--- src/rtl/ptw_pkg.sv ---
package ptw_pkg;
    localparam int VA_W    = 32;
    localparam int PA_W    = 36;
    localparam int DESC_W  = 32;
    localparam int CTX_W   = 8;
    localparam int DEPTHS  = 4;
    localparam int DEPTH_W = $clog2(DEPTHS);
    // pointer fields are shifted so that tables start on 64-byte boundaries
    localparam int PTR_SH  = 6;

    typedef enum logic [1:0] {
        ET_BAD   = 2'd0,
        ET_TABLE = 2'd1,
        ET_LEAF  = 2'd2,
        ET_RSVD  = 2'd3
    } etype_e;

    typedef enum logic {S_IDLE, S_FETCH} wstate_e;

    typedef struct packed {
        logic              fault;
        logic [DEPTH_W-1:0] level;
        logic [DESC_W-1:0] pte;
        logic [PA_W-1:0]   pa;
    } wresult_t;

    // page offset width kept for a leaf at a given depth (depth 0 keeps all)
    function automatic int unsigned offset_bits(input int unsigned depth);
        case (depth)
            0:       return VA_W;
            1:       return 24;
            2:       return 18;
            default: return 12;
        endcase
    endfunction

    function automatic logic [PA_W-1:0] ptr_to_addr(input logic [DESC_W-1:0] d);
        return {{(PA_W-DESC_W-PTR_SH+2){1'b0}}, d[DESC_W-1:2], {PTR_SH{1'b0}}};
    endfunction
endpackage

--- src/rtl/ptw_classify.sv ---
module ptw_classify
    import ptw_pkg::*;
(
    input  logic [DESC_W-1:0] desc,
    output logic              is_table,
    output logic              is_leaf
);
    etype_e et;
    always_comb begin
        et       = etype_e'(desc[1:0]);
        is_table = (et == ET_TABLE);
        is_leaf  = (et == ET_LEAF);
    end
endmodule

--- src/rtl/ptw_next_addr.sv ---
module ptw_next_addr
    import ptw_pkg::*;
(
    input  logic [DESC_W-1:0]  desc,
    input  logic [DEPTH_W-1:0] depth,
    input  logic [VA_W-1:0]    vaddr,
    output logic [PA_W-1:0]    next_addr
);
    localparam int IDX_W = 8;
    logic [IDX_W-1:0] idx;

    always_comb begin
        case (depth)
            2'd0:    idx = vaddr[31:24];
            2'd1:    idx = {2'b0, vaddr[23:18]};
            default: idx = {2'b0, vaddr[17:12]};
        endcase
        next_addr = ptr_to_addr(desc) + {{(PA_W-IDX_W-2){1'b0}}, idx, 2'b00};
    end
endmodule

--- src/rtl/ptw_leaf_pa.sv ---
module ptw_leaf_pa
    import ptw_pkg::*;
(
    input  logic [DESC_W-1:0]  pte,
    input  logic [DEPTH_W-1:0] depth,
    input  logic [VA_W-1:0]    vaddr,
    output logic [PA_W-1:0]    pa
);
    logic [PA_W-1:0] mask [DEPTHS];
    logic [PA_W-1:0] frame;

    for (genvar g = 0; g < DEPTHS; g++) begin : g_mask
        localparam int unsigned OB = offset_bits(g);
        assign mask[g] = {{(PA_W-OB){1'b0}}, {OB{1'b1}}};
    end

    always_comb begin
        frame = {pte[DESC_W-1:8], 12'b0};
        if (depth == '0)
            pa = {{(PA_W-VA_W){1'b0}}, vaddr};
        else
            pa = frame | ({{(PA_W-VA_W){1'b0}}, vaddr} & mask[depth]);
    end
endmodule

--- src/rtl/ptw_walker.sv ---
module ptw_walker
    import ptw_pkg::*;
(
    input  logic               clk,
    input  logic               rst,
    input  logic               req_valid,
    input  logic [VA_W-1:0]    req_vaddr,
    input  logic [DESC_W-1:0]  ctx_base,
    input  logic [CTX_W-1:0]   ctx_num,
    output logic               busy,
    output logic               mem_req,
    output logic [PA_W-1:0]    mem_addr,
    input  logic               mem_ready,
    input  logic [DESC_W-1:0]  mem_rdata,
    output logic               done,
    output logic               fault,
    output logic [DEPTH_W-1:0] level,
    output logic [DESC_W-1:0]  leaf_pte,
    output logic [PA_W-1:0]    paddr
);
    wstate_e            state;
    logic [DEPTH_W-1:0] depth;
    logic [VA_W-1:0]    va_q;
    wresult_t           res;
    logic               is_table, is_leaf;
    logic [PA_W-1:0]    nxt_addr, leaf_addr, ctx_addr;
    logic               base_zero, accept;

    ptw_classify  u_cls  (.desc(mem_rdata), .is_table(is_table), .is_leaf(is_leaf));
    ptw_next_addr u_nxt  (.desc(mem_rdata), .depth(depth), .vaddr(va_q), .next_addr(nxt_addr));
    ptw_leaf_pa   u_leaf (.pte(mem_rdata), .depth(depth), .vaddr(va_q), .pa(leaf_addr));

    always_comb begin
        base_zero = (ctx_base[DESC_W-1:2] == '0);
        ctx_addr  = ptr_to_addr(ctx_base) + {{(PA_W-CTX_W-2){1'b0}}, ctx_num, 2'b00};
        accept    = req_valid && (state == S_IDLE);
    end

    always_ff @(posedge clk) begin
        if (rst) begin
            state    <= S_IDLE;
            depth    <= '0;
            va_q     <= '0;
            mem_req  <= 1'b0;
            mem_addr <= '0;
            done     <= 1'b0;
            res      <= '0;
        end else begin
            done <= 1'b0;
            case (state)
                S_IDLE: if (accept) begin
                    va_q  <= req_vaddr;
                    depth <= '0;
                    if (base_zero) begin
                        done <= 1'b1;
                        res  <= '{fault: 1'b1, level: '0, pte: '0, pa: '0};
                    end else begin
                        state    <= S_FETCH;
                        mem_req  <= 1'b1;
                        mem_addr <= ctx_addr;
                    end
                end
                S_FETCH: if (mem_ready) begin
                    if (is_leaf) begin
                        done    <= 1'b1;
                        res     <= '{fault: 1'b0, level: depth, pte: mem_rdata, pa: leaf_addr};
                        state   <= S_IDLE;
                        mem_req <= 1'b0;
                    end else if (is_table && depth != DEPTH_W'(DEPTHS-1)) begin
                        depth    <= depth + 1'b1;
                        mem_addr <= nxt_addr;
                    end else begin
                        done    <= 1'b1;
                        res     <= '{fault: 1'b1, level: depth, pte: '0, pa: '0};
                        state   <= S_IDLE;
                        mem_req <= 1'b0;
                    end
                end
                default: state <= S_IDLE;
            endcase
        end
    end

    assign busy     = (state != S_IDLE);
    assign fault    = res.fault;
    assign level    = res.level;
    assign leaf_pte = res.pte;
    assign paddr    = res.pa;

    assert_word_aligned_R9: assert property (@(posedge clk) disable iff (rst)
        mem_req |-> mem_addr[1:0] == 2'b00);
    assert_req_hold_R9: assert property (@(posedge clk) disable iff (rst)
        (mem_req && !mem_ready) |=> (mem_req && $stable(mem_addr)));
    assert_done_pulse_R11: assert property (@(posedge clk) disable iff (rst)
        done |=> !done);
    assert_fault_clears_R4: assert property (@(posedge clk) disable iff (rst)
        (done && fault) |-> (leaf_pte == '0 && paddr == '0));
    assert_zero_base_R2: assert property (@(posedge clk) disable iff (rst)
        (req_valid && !busy && ctx_base[DESC_W-1:2] == '0) |=> (done && fault && !mem_req));
    assert_busy_ignore_R10: assert property (@(posedge clk) disable iff (rst)
        busy |=> $stable(va_q));
    assert_ctx_leaf_R6: assert property (@(posedge clk) disable iff (rst)
        (done && !fault && level == '0) |-> paddr == {{(PA_W-VA_W){1'b0}}, va_q});
    assert_hold_result_R11: assert property (@(posedge clk) disable iff (rst)
        !done |-> $stable(paddr) && $stable(fault));
endmodule

--- config.mk ---
export PLATFORM = sky130hd
export DESIGN_NAME = ptw_walker
export DESIGN_NICKNAME = d
export VERILOG_FILES = /design/src/rtl/ptw_pkg.sv /design/src/rtl/ptw_classify.sv /design/src/rtl/ptw_next_addr.sv /design/src/rtl/ptw_leaf_pa.sv /design/src/rtl/ptw_walker.sv
export SDC_FILE = /design/constraint.sdc
export NUM_CORES = 1
export LEC_CHECK = 0
export BUFFER_PORTS_ARGS = -buffer_cell sky130_fd_sc_hd__clkbuf_2
export CAP_MARGIN = 20
export CORE_MARGIN = 2
export CORE_UTILIZATION = 40
export DETAILED_ROUTE_END_ITERATION = 7
export PLACE_DENSITY_LB_ADDON = 0.08
export SLEW_MARGIN = 20
export SYNTH_ARGS = -nofsm -noshare
export SYNTH_HDL_FRONTEND = slang
export SYNTH_SLANG_ARGS = --single-unit
--- constraint.sdc ---
create_clock -name clk -period 4.7 [get_ports clk]
set_input_delay 0.94 -clock clk [delete_from_list [all_inputs] [get_ports clk]]
set_output_delay 0.94 -clock clk [all_outputs]
set_load 0.02 [all_outputs]
# After elaboration in Yosys (flattened, before gate mapping)
# Cells that the tools add are included.
# op_classes
add_sub_neg	3
n_mux	40
n_eq_ne	11
n_lt_le_gt_ge	1
bitwise	4
reduce_logical	9
# op_table
operator	count
2-to-1 mux 71 bit	5
2-to-1 mux 36 bit	8
case mux 71 bit (2 select lines)	1
adder 36 x 10 -> 36 bit	2
binary-select mux 36 bit (select 2 bit)	1
case mux 36 bit (2 select lines)	1
AND 32 x 36 -> 36 bit	1
OR 36 bit	1
logical NOT 30 bit	1
case mux 8 bit (2 select lines)	1
2-to-1 mux 1 bit	15
inequality test 2 bit, second input constant	6
AND reduction 4 bit	3
2-to-1 mux 2 bit	4
case mux 1 bit (2 select lines)	3
AND reduction 5 bit	1
equality test 2 x 1 -> 1 bit, second input constant	2
case mux 2 bit (2 select lines)	1
greater-or-equal comparator 3 bit, second input constant	1
inequality test 3 bit, second input constant	1
inverter 2 -> 3 bit	1
adder 2 x 1 -> 2 bit, second input constant	1
equality test 2 bit, second input constant	1
logical AND 1 bit	2
4 further kinds	4
# word_totals
ff_bits	144
inputBits	108
output_inout_bits	110

# Depth between registers and ports, before layout
# Gate-level depths: netlist of run 1.
# logic_depth
ltp_word	10
mapped_depth	17

# By module
# Synthesis of run 1 repeated with hierarchy kept, for this count alone.
# unflattened
cells_unflattened	885
hier_area_um2	7372.1
# modules_own_cells
mod	instances	area_each_um2	cells_per_inst
ptw_walker	1	6074.6	716
ptw_next_addr	1	872.1	118
ptw_leaf_pa	1	410.4	49
ptw_classify	1	15.0	2

# Worst setup path before layout of run 1
# Ideal clock, no wire load.
# synth_path
kind	reg-to-reg
from	register depth[0]
to	register mem_addr[32]
setup_time_ns	0.092
required_time_ns	4.608
t_arrival_ns	3.353
synth_period_minus_slack_ns	3.445
path_stages_with_launch	18
path_slack_ns	1.255
path_buffers	3
cell_sequence	dfxtp_1 inv_1 ha_1 clkbuf_1 inv_1 clkbuf_1 o21ai_0 a21oi_1 ha_1 inv_1 fa_1 nand2b_1 a21oi_1 clkbuf_1 nand4_1 xnor2_1 nor2_1 o32ai_1
# synth_between
elab_chain_cells	7
# synth_rtl
item	line_no	rtl
start: declaration	ptw_walker.sv:22	logic [DEPTH_W-1:0] depth;
start signal: assignment	ptw_walker.sv:70	depth <= depth + 1'b1;
equality test 2 x 1 -> 1 bit or logical NOT 2 bit (tied branches)	ptw_next_addr.sv:13	case (depth)
case mux 8 bit (2 select lines)	ptw_next_addr.sv:13	
adder 36 x 10 -> 36 bit	ptw_next_addr.sv:18	next_addr = ptr_to_addr(desc) + {{(PA_W-IDX_W-2){1'b0}}, idx, 2'b00};
2-to-1 mux 36 bit	ptw_walker.sv:69	end else if (is_table && depth != DEPTH_W'(DEPTHS-1)) begin
2-to-1 mux 36 bit	ptw_walker.sv:64	if (is_leaf) begin
2-to-1 mux 36 bit	ptw_walker.sv:63	S_FETCH: if (mem_ready) begin
case mux 36 bit (2 select lines)	ptw_walker.sv:50	case (state)
end signal: assignment	ptw_walker.sv:60	mem_addr <= ctx_addr;
end signal: assignment	ptw_walker.sv:71	mem_addr <= nxt_addr;
end: declaration	ptw_walker.sv:12	output logic [PA_W-1:0] mem_addr,
# Several ways; a longest one is shown, not always the timed one. The select of a mux whose other input is x is not followed.
# A chain may end at the register's enable or synchronous reset.

# Final worst setup path of run 1
# layout_path
from	register depth[0]
to	register mem_addr[30]
# Same word-level chain as after synthesis.

==> summary.md, run 1 <==
| Metric | Value |
|---|---|
| Port buffer count | 213 |
| Synth Area in Simple Gates | 0.224 |
| FF-to-FF path depth | 16 |
| Hold path endpoint | va_q[1]$_SDFFE_PP0P_ |
| Synth top area share | 0.411 |
| Initial core utilization | 0.404 |
| Clock root buffer | clkbuf_16 |
| Clk_skew | 0.00778 ns |
| Post-DRT Antenna Nets | 0 |
| Power per cell area | 360 nW/um^2 |
| Cts hold-fix bufs | 0 |
| Die Wd | 135 um |
| Post-synthesis sequential area ratio | 0.411 |
| Vias | 6806 |
| YS warnings | 0 |
| CP peak stage delay | 0.51 ns |
| Min-delay worst type | reg -> reg |
| Iter 0 DRT Violations | 363 |
| Normalized max-slew margin | 0.260 |
| Mean post-synth cell area | 8.11 um^2 |
| Pre-antenna DRT Iters | 5 |
| Peak Freq | 259 MHz |
| Resized Gates After CTS | 0 |
| Initial antenna violation count | 1 |
| Clk slew on worst S/H paths | 0.06 ns |
| R2r setup slk | 0.83 ns |
| Post-route cell area | 8710 um^2 |
| Drt total wl | 22300 um |
| Hpwl dp | 16100 um |
| Number of synthesized flops with an enable pin | 0 |
| Max VDD drop | 0.256 mV |
| Worst Tran Pin Value | 1.11 ns |
| Finished Layout Cells | 1269 |
| Leakage | 3.71 nW |
| Crit share post-route | 0.823 |
| CP most frequent cell | inv_1 |
| First-pass GRT wire length | 33900 um |
| TritonCTS clock tree | done |
| Multiplexer share of the synthesized area | 0.0257 |
| Clk buf depth | 2 |
| Synth Area in Compound Gates | 0.205 |
| Critical path arrival | 4.23 ns |
| Crit-path max FO | 24 |
| Crit path capture type | flop |
| Gr ovfl total | 0 |
| H-tree depth | 4 |
| Worst EP required | 5.06 ns |
| Cells after synthesis | 852 |
| Cell Chain, Critical Path | inv_1, ha_1, buf_4, inv_1, o21ai_0, a21oi_1, ha_1, inv_1, fa_1, nand2b_1, a21oi_1, buf_4, nand2_2, or3_1, a311oi_1, a32o_1 |
| WHS Path Cells | 2 |
| Area Overhead vs Synth | 26.0% |
| Mapped Area | 6910 um^2 |
| Reg2reg end | mem_addr[30]$_SDFFE_PP0P_ |
| Hold Slack | 0.453 ns |
| Total power draw | 0.00314 W |
| FF-to-FF Start | depth[0]$_SDFFE_PP0P_ |
| Final net count | 1154 |
| Synth area leader | dfxtp_1 |
| Slowest CP cell | inv_1 |
| Asr flop ratio synth | 0 |
| Post-Place Cell Area | 8100 um^2 |
| Cts bufs inserted | 17 |
| Row count | 48 |
| Layout cells sized above 1 | 0.254 |
| Endpoints failing setup | 0 |
| Top cells by area in the synthesized netlist | dfxtp_1, a22oi_1, nor2_1 |
| RSZ-0062 raised after global routing | no |
| Gp weighted congestion | 0.834 |
| Ys flop type | dfxtp_1 |
| Max Cap Viol | 0 |
| Dpl cells | 1238 |
| Total track usage | 0.237 |
| Die area | 18300 um^2 |
| Min cycle time layout | 3.87 ns |
| Die height | 135 um |
| Total negative slack | 0 ns |
| Hold Fails Final Rpt | 0 |
| Adder-cell share of the synthesized area | 0.0275 |
| CTS sink cnt | 142 |
| Vias per cell | 5.36 |
| Vias in the first global route | 6151 |
| HP Start | va_q[1]$_SDFFE_PP0P_ |
| Register bit total from synthesis | 142 |
| Largest net degree at the start of global routing | 73 |
| Setup Crit Path Kind | reg -> reg |
| # Post-CTS Setup Buffers | 0 |
| Worst setup SP type | flop |
| Post-Synth XOR/XNOR Area | 0.0570 |
| Post-synthesis cell type count | 52 |
| Status | finished, final reports clean |
| WL/cell | 17.6 um |
| Largest family of logic cells by synthesized area | simple AND/OR/NAND/NOR gates |
| CORE AREA | 17100 um^2 |
| Top-level I/O count | 218 |
| Final count of pins violating max slew | 0 |
| # diodes | 0 |
| Clock latency reported for the late side of the worst-skew pair | 0.42 ns |
| DRC viols | 0 |
metal layers:
layer	GRT usage	vias to the layer above	part of all wire
li1	-	3401	-
met1	0.322	3158	0.46
met2	0.369	219	0.45
met3	0.0632	26	0.066
met4	0.0747	2	0.018
met5	0	-	0.00049
area by class of cell:
| cell class | count | area, um^2 |
|---|---|---|
| Fill cell | 1751 | 8400 |
| Clock inverter | 8 | 129 |
| Tap cell | 225 | 282 |
| Clock buffer | 23 | 488 |
| Multi-Input combinational cell | 630 | 3750 |
| Sequential cell | 142 | 2840 |
| Timing Repair Buffer | 225 | 1160 |
| Inverter | 16 | 60.1 |
power by group:
part           internal, W  switching [W]  total [W]
clock             0.000891       0.000512    0.00140
combinational     0.000158       0.000288   0.000446
sequential         0.00125      0.0000345    0.00129
total              0.00230       0.000835    0.00314
placed cells by master, fill, tap and decap left out, types with 15 or more instances in the layout:
cell	synthesis	final
a21oi_1	56	56
clkbuf_16	0	17
inv_1	15	15
nand4_1	27	27
a22oi_1	68	68
dfxtp_1	142	142
nand2_1	115	115
xnor2_1	34	34
nor2_1	118	118
clkbuf_2	0	212
nand3_1	23	23
synthesized netlist by cell type, types with 5 or more instances:
library cell / count
xnor2_1: 34
a22o_1: 12
a21oi_1: 56
clkbuf_1: 47
mux2_2: 6
nand3_1: 23
a21o_1: 5
and4_1: 8
and3_1: 12
o211ai_1: 5
a211oi_1: 13
nor3_1: 9
nand2_1: 115
xor2_1: 11
nand4_1: 27
a22oi_1: 68
o22ai_1: 6
nor2_1: 118
o32ai_1: 13
and2_1: 10
mux2i_1: 11
buf_2: 10
ha_1: 12
nor4_1: 9
o21ai_0: 13
dfxtp_1: 142
inv_1: 15
sequential cells by signal (all words and copies together), names as in the netlist, 2 cells and up:
signal / cells
depth: 2
leaf_pte: 32
mem_addr: 34
paddr: 36
level: 2
va_q: 32
through the flow:
stage | util | worst slack, ns
finish | 0.509 | 0.832
global route | 0.509 | 0.450
CTS | 0.509 | 0.829
detailed placement | 0.473 | 0.837
global placement | 0.473 | 0.894
floorplan | - | 1.25
worst max path at each step:
| stage | startpoint | endpoint | cells past startpoint |
|---|---|---|---|
| after floorplan | depth[0]$_SDFFE_PP0P_ | mem_addr[32]$_SDFFE_PP0P_ | 17 |
| after global placement | depth[0]$_SDFFE_PP0P_ | mem_addr[30]$_SDFFE_PP0P_ | 16 |
| after detailed placement | depth[0]$_SDFFE_PP0P_ | mem_addr[30]$_SDFFE_PP0P_ | 16 |
| after CTS | depth[0]$_SDFFE_PP0P_ | mem_addr[30]$_SDFFE_PP0P_ | 16 |
| after global routing | depth[0]$_SDFFE_PP0P_ | mem_addr[30]$_SDFFE_PP0P_ | 16 |
| final | depth[0]$_SDFFE_PP0P_ | mem_addr[30]$_SDFFE_PP0P_ | 16 |
logic make-up after synthesis:
kind of cell    Yosys count
buf+inv                  81
other cells               1
flops                   142
compound gates          209
simple gates            343
fa+ha+maj                14
mux                      17
xor+xnor                 45
worst max-delay path: cells and delay by family (launching register included):
family                     cells  cell delay (ns)
buffers and inverters          5             1.04
and+or+nand+nor                3             0.60
DFF                            1             0.43
adders and majority gates      3             0.78
AOI/OAI and AO/OA              5             0.95
(Power assumes the default switching activity.)
==> run 2, diff against run 1 <==
==> constraint.sdc (replaced) <==
create_clock -name clk -period 3.1 [get_ports clk]
set_input_delay 0.62 -clock clk [delete_from_list [all_inputs] [get_ports clk]]
set_output_delay 0.62 -clock clk [all_outputs]
set_load 0.02 [all_outputs]
==> run 2 against run 1 <==
Net effect: clock skew rose by 0.0021 ns; clock power rose by 44%; register-to-register slack got worse by 0.66 ns; critical path depth fell by 3; first-iteration DRC count rose by 42%; sequential power rose by 51%; sequential cell count did not move; global-route usage rose by 0.25 points; design area rose by 1.2%; worst setup slack got worse by 0.66 ns; critical path type unchanged.
==> summary.md, run 2 (synthesized netlist as in run 1, its figures left out) <==
| Metric | Value |
|---|---|
| Max Cap Viol | 0 |
| Normalized max-slew margin | 0.271 |
| Die height | 135 um |
| Multi-input gate area | 3790 um^2 |
| WL/cell | 17.5 um |
| FF-to-FF Start | depth[0]$_SDFFE_PP0P_ |
| FF-to-FF path depth | 13 |
| Status | finished, final reports clean |
| Vias | 6840 |
| Die Wd | 135 um |
| # diodes | 0 |
| Vias in the first global route | 6216 |
| Row count | 48 |
| Largest net degree at the start of global routing | 126 |
| CTS sink cnt | 142 |
| Power per cell area | 528 nW/um^2 |
| Most frequent cells in the layout | clkbuf_2, dfxtp_1, nor2_1, nand2_1, a22oi_1 |
| Top-level I/O count | 218 |
| Clk slew on worst S/H paths | 0.06 ns |
| Endpoints failing setup | 0 |
| Gp weighted congestion | 0.858 |
| Pre-antenna DRT Iters | 5 |
| DRC viols | 0 |
| Total power draw | 0.00466 W |
| Peak Freq | 341 MHz |
| Total negative slack | 0 ns |
| Final count of pins violating max slew | 0 |
| Crit path capture type | flop |
| Hold Slack | 0.415 ns |
| Vias per cell | 5.34 |
| Crit share post-route | 0.946 |
| Drt total wl | 22500 um |
| Worst setup SP type | flop |
| R2r setup slk | 0.17 ns |
| TritonCTS clock tree | done |
| Setup ws final | 0.168 ns |
| Clk_skew | 0.00987 ns |
| Hpwl dp | 16000 um |
| Hold path endpoint | va_q[4]$_SDFFE_PP0P_ |
| Register area | 2840 um^2 |
| Post-place setup slack | 0.0825 ns |
| Min cycle time layout | 2.93 ns |
| Total track usage | 0.240 |
| Critical path arrival | 3.25 ns |
| Iter 0 DRT Violations | 516 |
| WHS Path Cells | 3 |
| Area Overhead vs Synth | 27.6% |
| Min-delay worst type | in -> reg |
| Layout cells sized above 1 | 0.271 |
| Setup Crit Path Kind | reg -> reg |
| Max reg flops | 36 |
| Post-DRT Antenna Nets | 0 |
| Initial antenna violation count | 0 |
| H-tree depth | 4 |
| Clock latency reported for the late side of the worst-skew pair | 0.42 ns |
| Most common cell after layout, fill and taps aside | clkbuf_2 |
| Fill cells | 1712 |
| CORE AREA | 17100 um^2 |
| Cts hold-fix bufs | 0 |
| Die area | 18300 um^2 |
| HP Start | req_vaddr[4] |
| Final net count | 1167 |
| Worst EP required | 3.42 ns |
| Worst Tran Pin Value | 1.09 ns |
| # Post-CTS Setup Buffers | 0 |
| Hold Fails Final Rpt | 0 |
| Max VDD drop | 0.378 mV |
| Initial core utilization | 0.404 |
| Clock root buffer | clkbuf_16 |
| Port buffer count | 213 |
| Clk buf depth | 2 |
| Leakage | 3.75 nW |
| Crit-path max FO | 5 |
| Cts bufs inserted | 17 |
| First-pass GRT wire length | 34300 um |
| Reg2reg end | mem_addr[31]$_SDFFE_PP0P_ |
| Gr ovfl total | 0 |
-- run 2: cell types whose count changed in the layout (fill, tap and decap cells not counted), moves of 2 or more --
cell        before  now
buf_4           13   25
bufinv_16        3    1
clkinvlp_4       1    3
ha_1            12   10
ha_2             0    2
-- run 2: per-stage QoR --
step | instances | area [um^2] | util
3_3_place_gp | 1251 | 8210 | 0.480
6_report | 1282 | 8820 | 0.515
5_1_grt | 1282 | 8820 | 0.515
3_5_place_dp | 1251 | 8210 | 0.480
4_1_cts | 1282 | 8790 | 0.514
2_1_floorplan | 853 | 6930 | -
-- run 2: routing by layer --
layer / up-vias / GRT usage / wire length [um]
met4: 0 / 0.0683 / 333
met2: 219 / 0.372 / 10300
li1: 3420 / - / -
met1: 3181 / 0.329 / 10200
met3: 20 / 0.0651 / 1630
met5: - / 0 / 0
-- run 2: power breakdown --
group	total [W]	internal [W]	switching, W	leakage, nW
sequential	0.00195	0.00190	0.0000489	1.16
clock	0.00201	0.00121	0.000797	0.275
combinational	0.000698	0.000253	0.000445	2.32
-- run 2: what timing repair did --
action                                 in CTS  in global routing
endpoints found under the hold margin       0                  0
setup endpoints to repair                   0                 13
gates resized for setup                     0                  6
-- run 2: worst max-delay path, cell delays in order (launching register included) --
cell and delay [ns]:
dfxtp_2 0.33, buf_4 0.14, ha_1 0.20, or2_2 0.29
buf_4 0.16, o21a_1 0.18, ha_1 0.28, a21oi_1 0.10
o22a_1 0.29, buf_4 0.18, nor3_1 0.22, xor2_1 0.18
nor2_1 0.07, o32ai_1 0.22
-- run 2: final cells by class --
class                   instances  share of cell area
inverters                      16             0.00681
clock buffers                  24              0.0569
repair buffers                238               0.144
clock inverters                 7             0.00894
flip-flops and latches        142               0.322
well taps                     225              0.0319
multi-input cells             630               0.429
-- run 2: how the worst max path moves through the flow --
stage,slack (ns),cells past startpoint,endpoint,startpoint
3_3_place_gp,0.13,15,mem_addr[30]$_SDFFE_PP0P_,depth[1]$_SDFFE_PP0P_
5_1_grt,-0.005,15,mem_addr[30]$_SDFFE_PP0P_,depth[0]$_SDFFE_PP0P_
6_report,0.17,13,mem_addr[31]$_SDFFE_PP0P_,depth[0]$_SDFFE_PP0P_
2_1_floorplan,0.03,16,mem_addr[30]$_SDFFE_PP0P_,depth[1]$_SDFFE_PP0P_
3_5_place_dp,0.08,15,mem_addr[30]$_SDFFE_PP0P_,depth[1]$_SDFFE_PP0P_
4_1_cts,0.04,15,mem_addr[30]$_SDFFE_PP0P_,depth[1]$_SDFFE_PP0P_
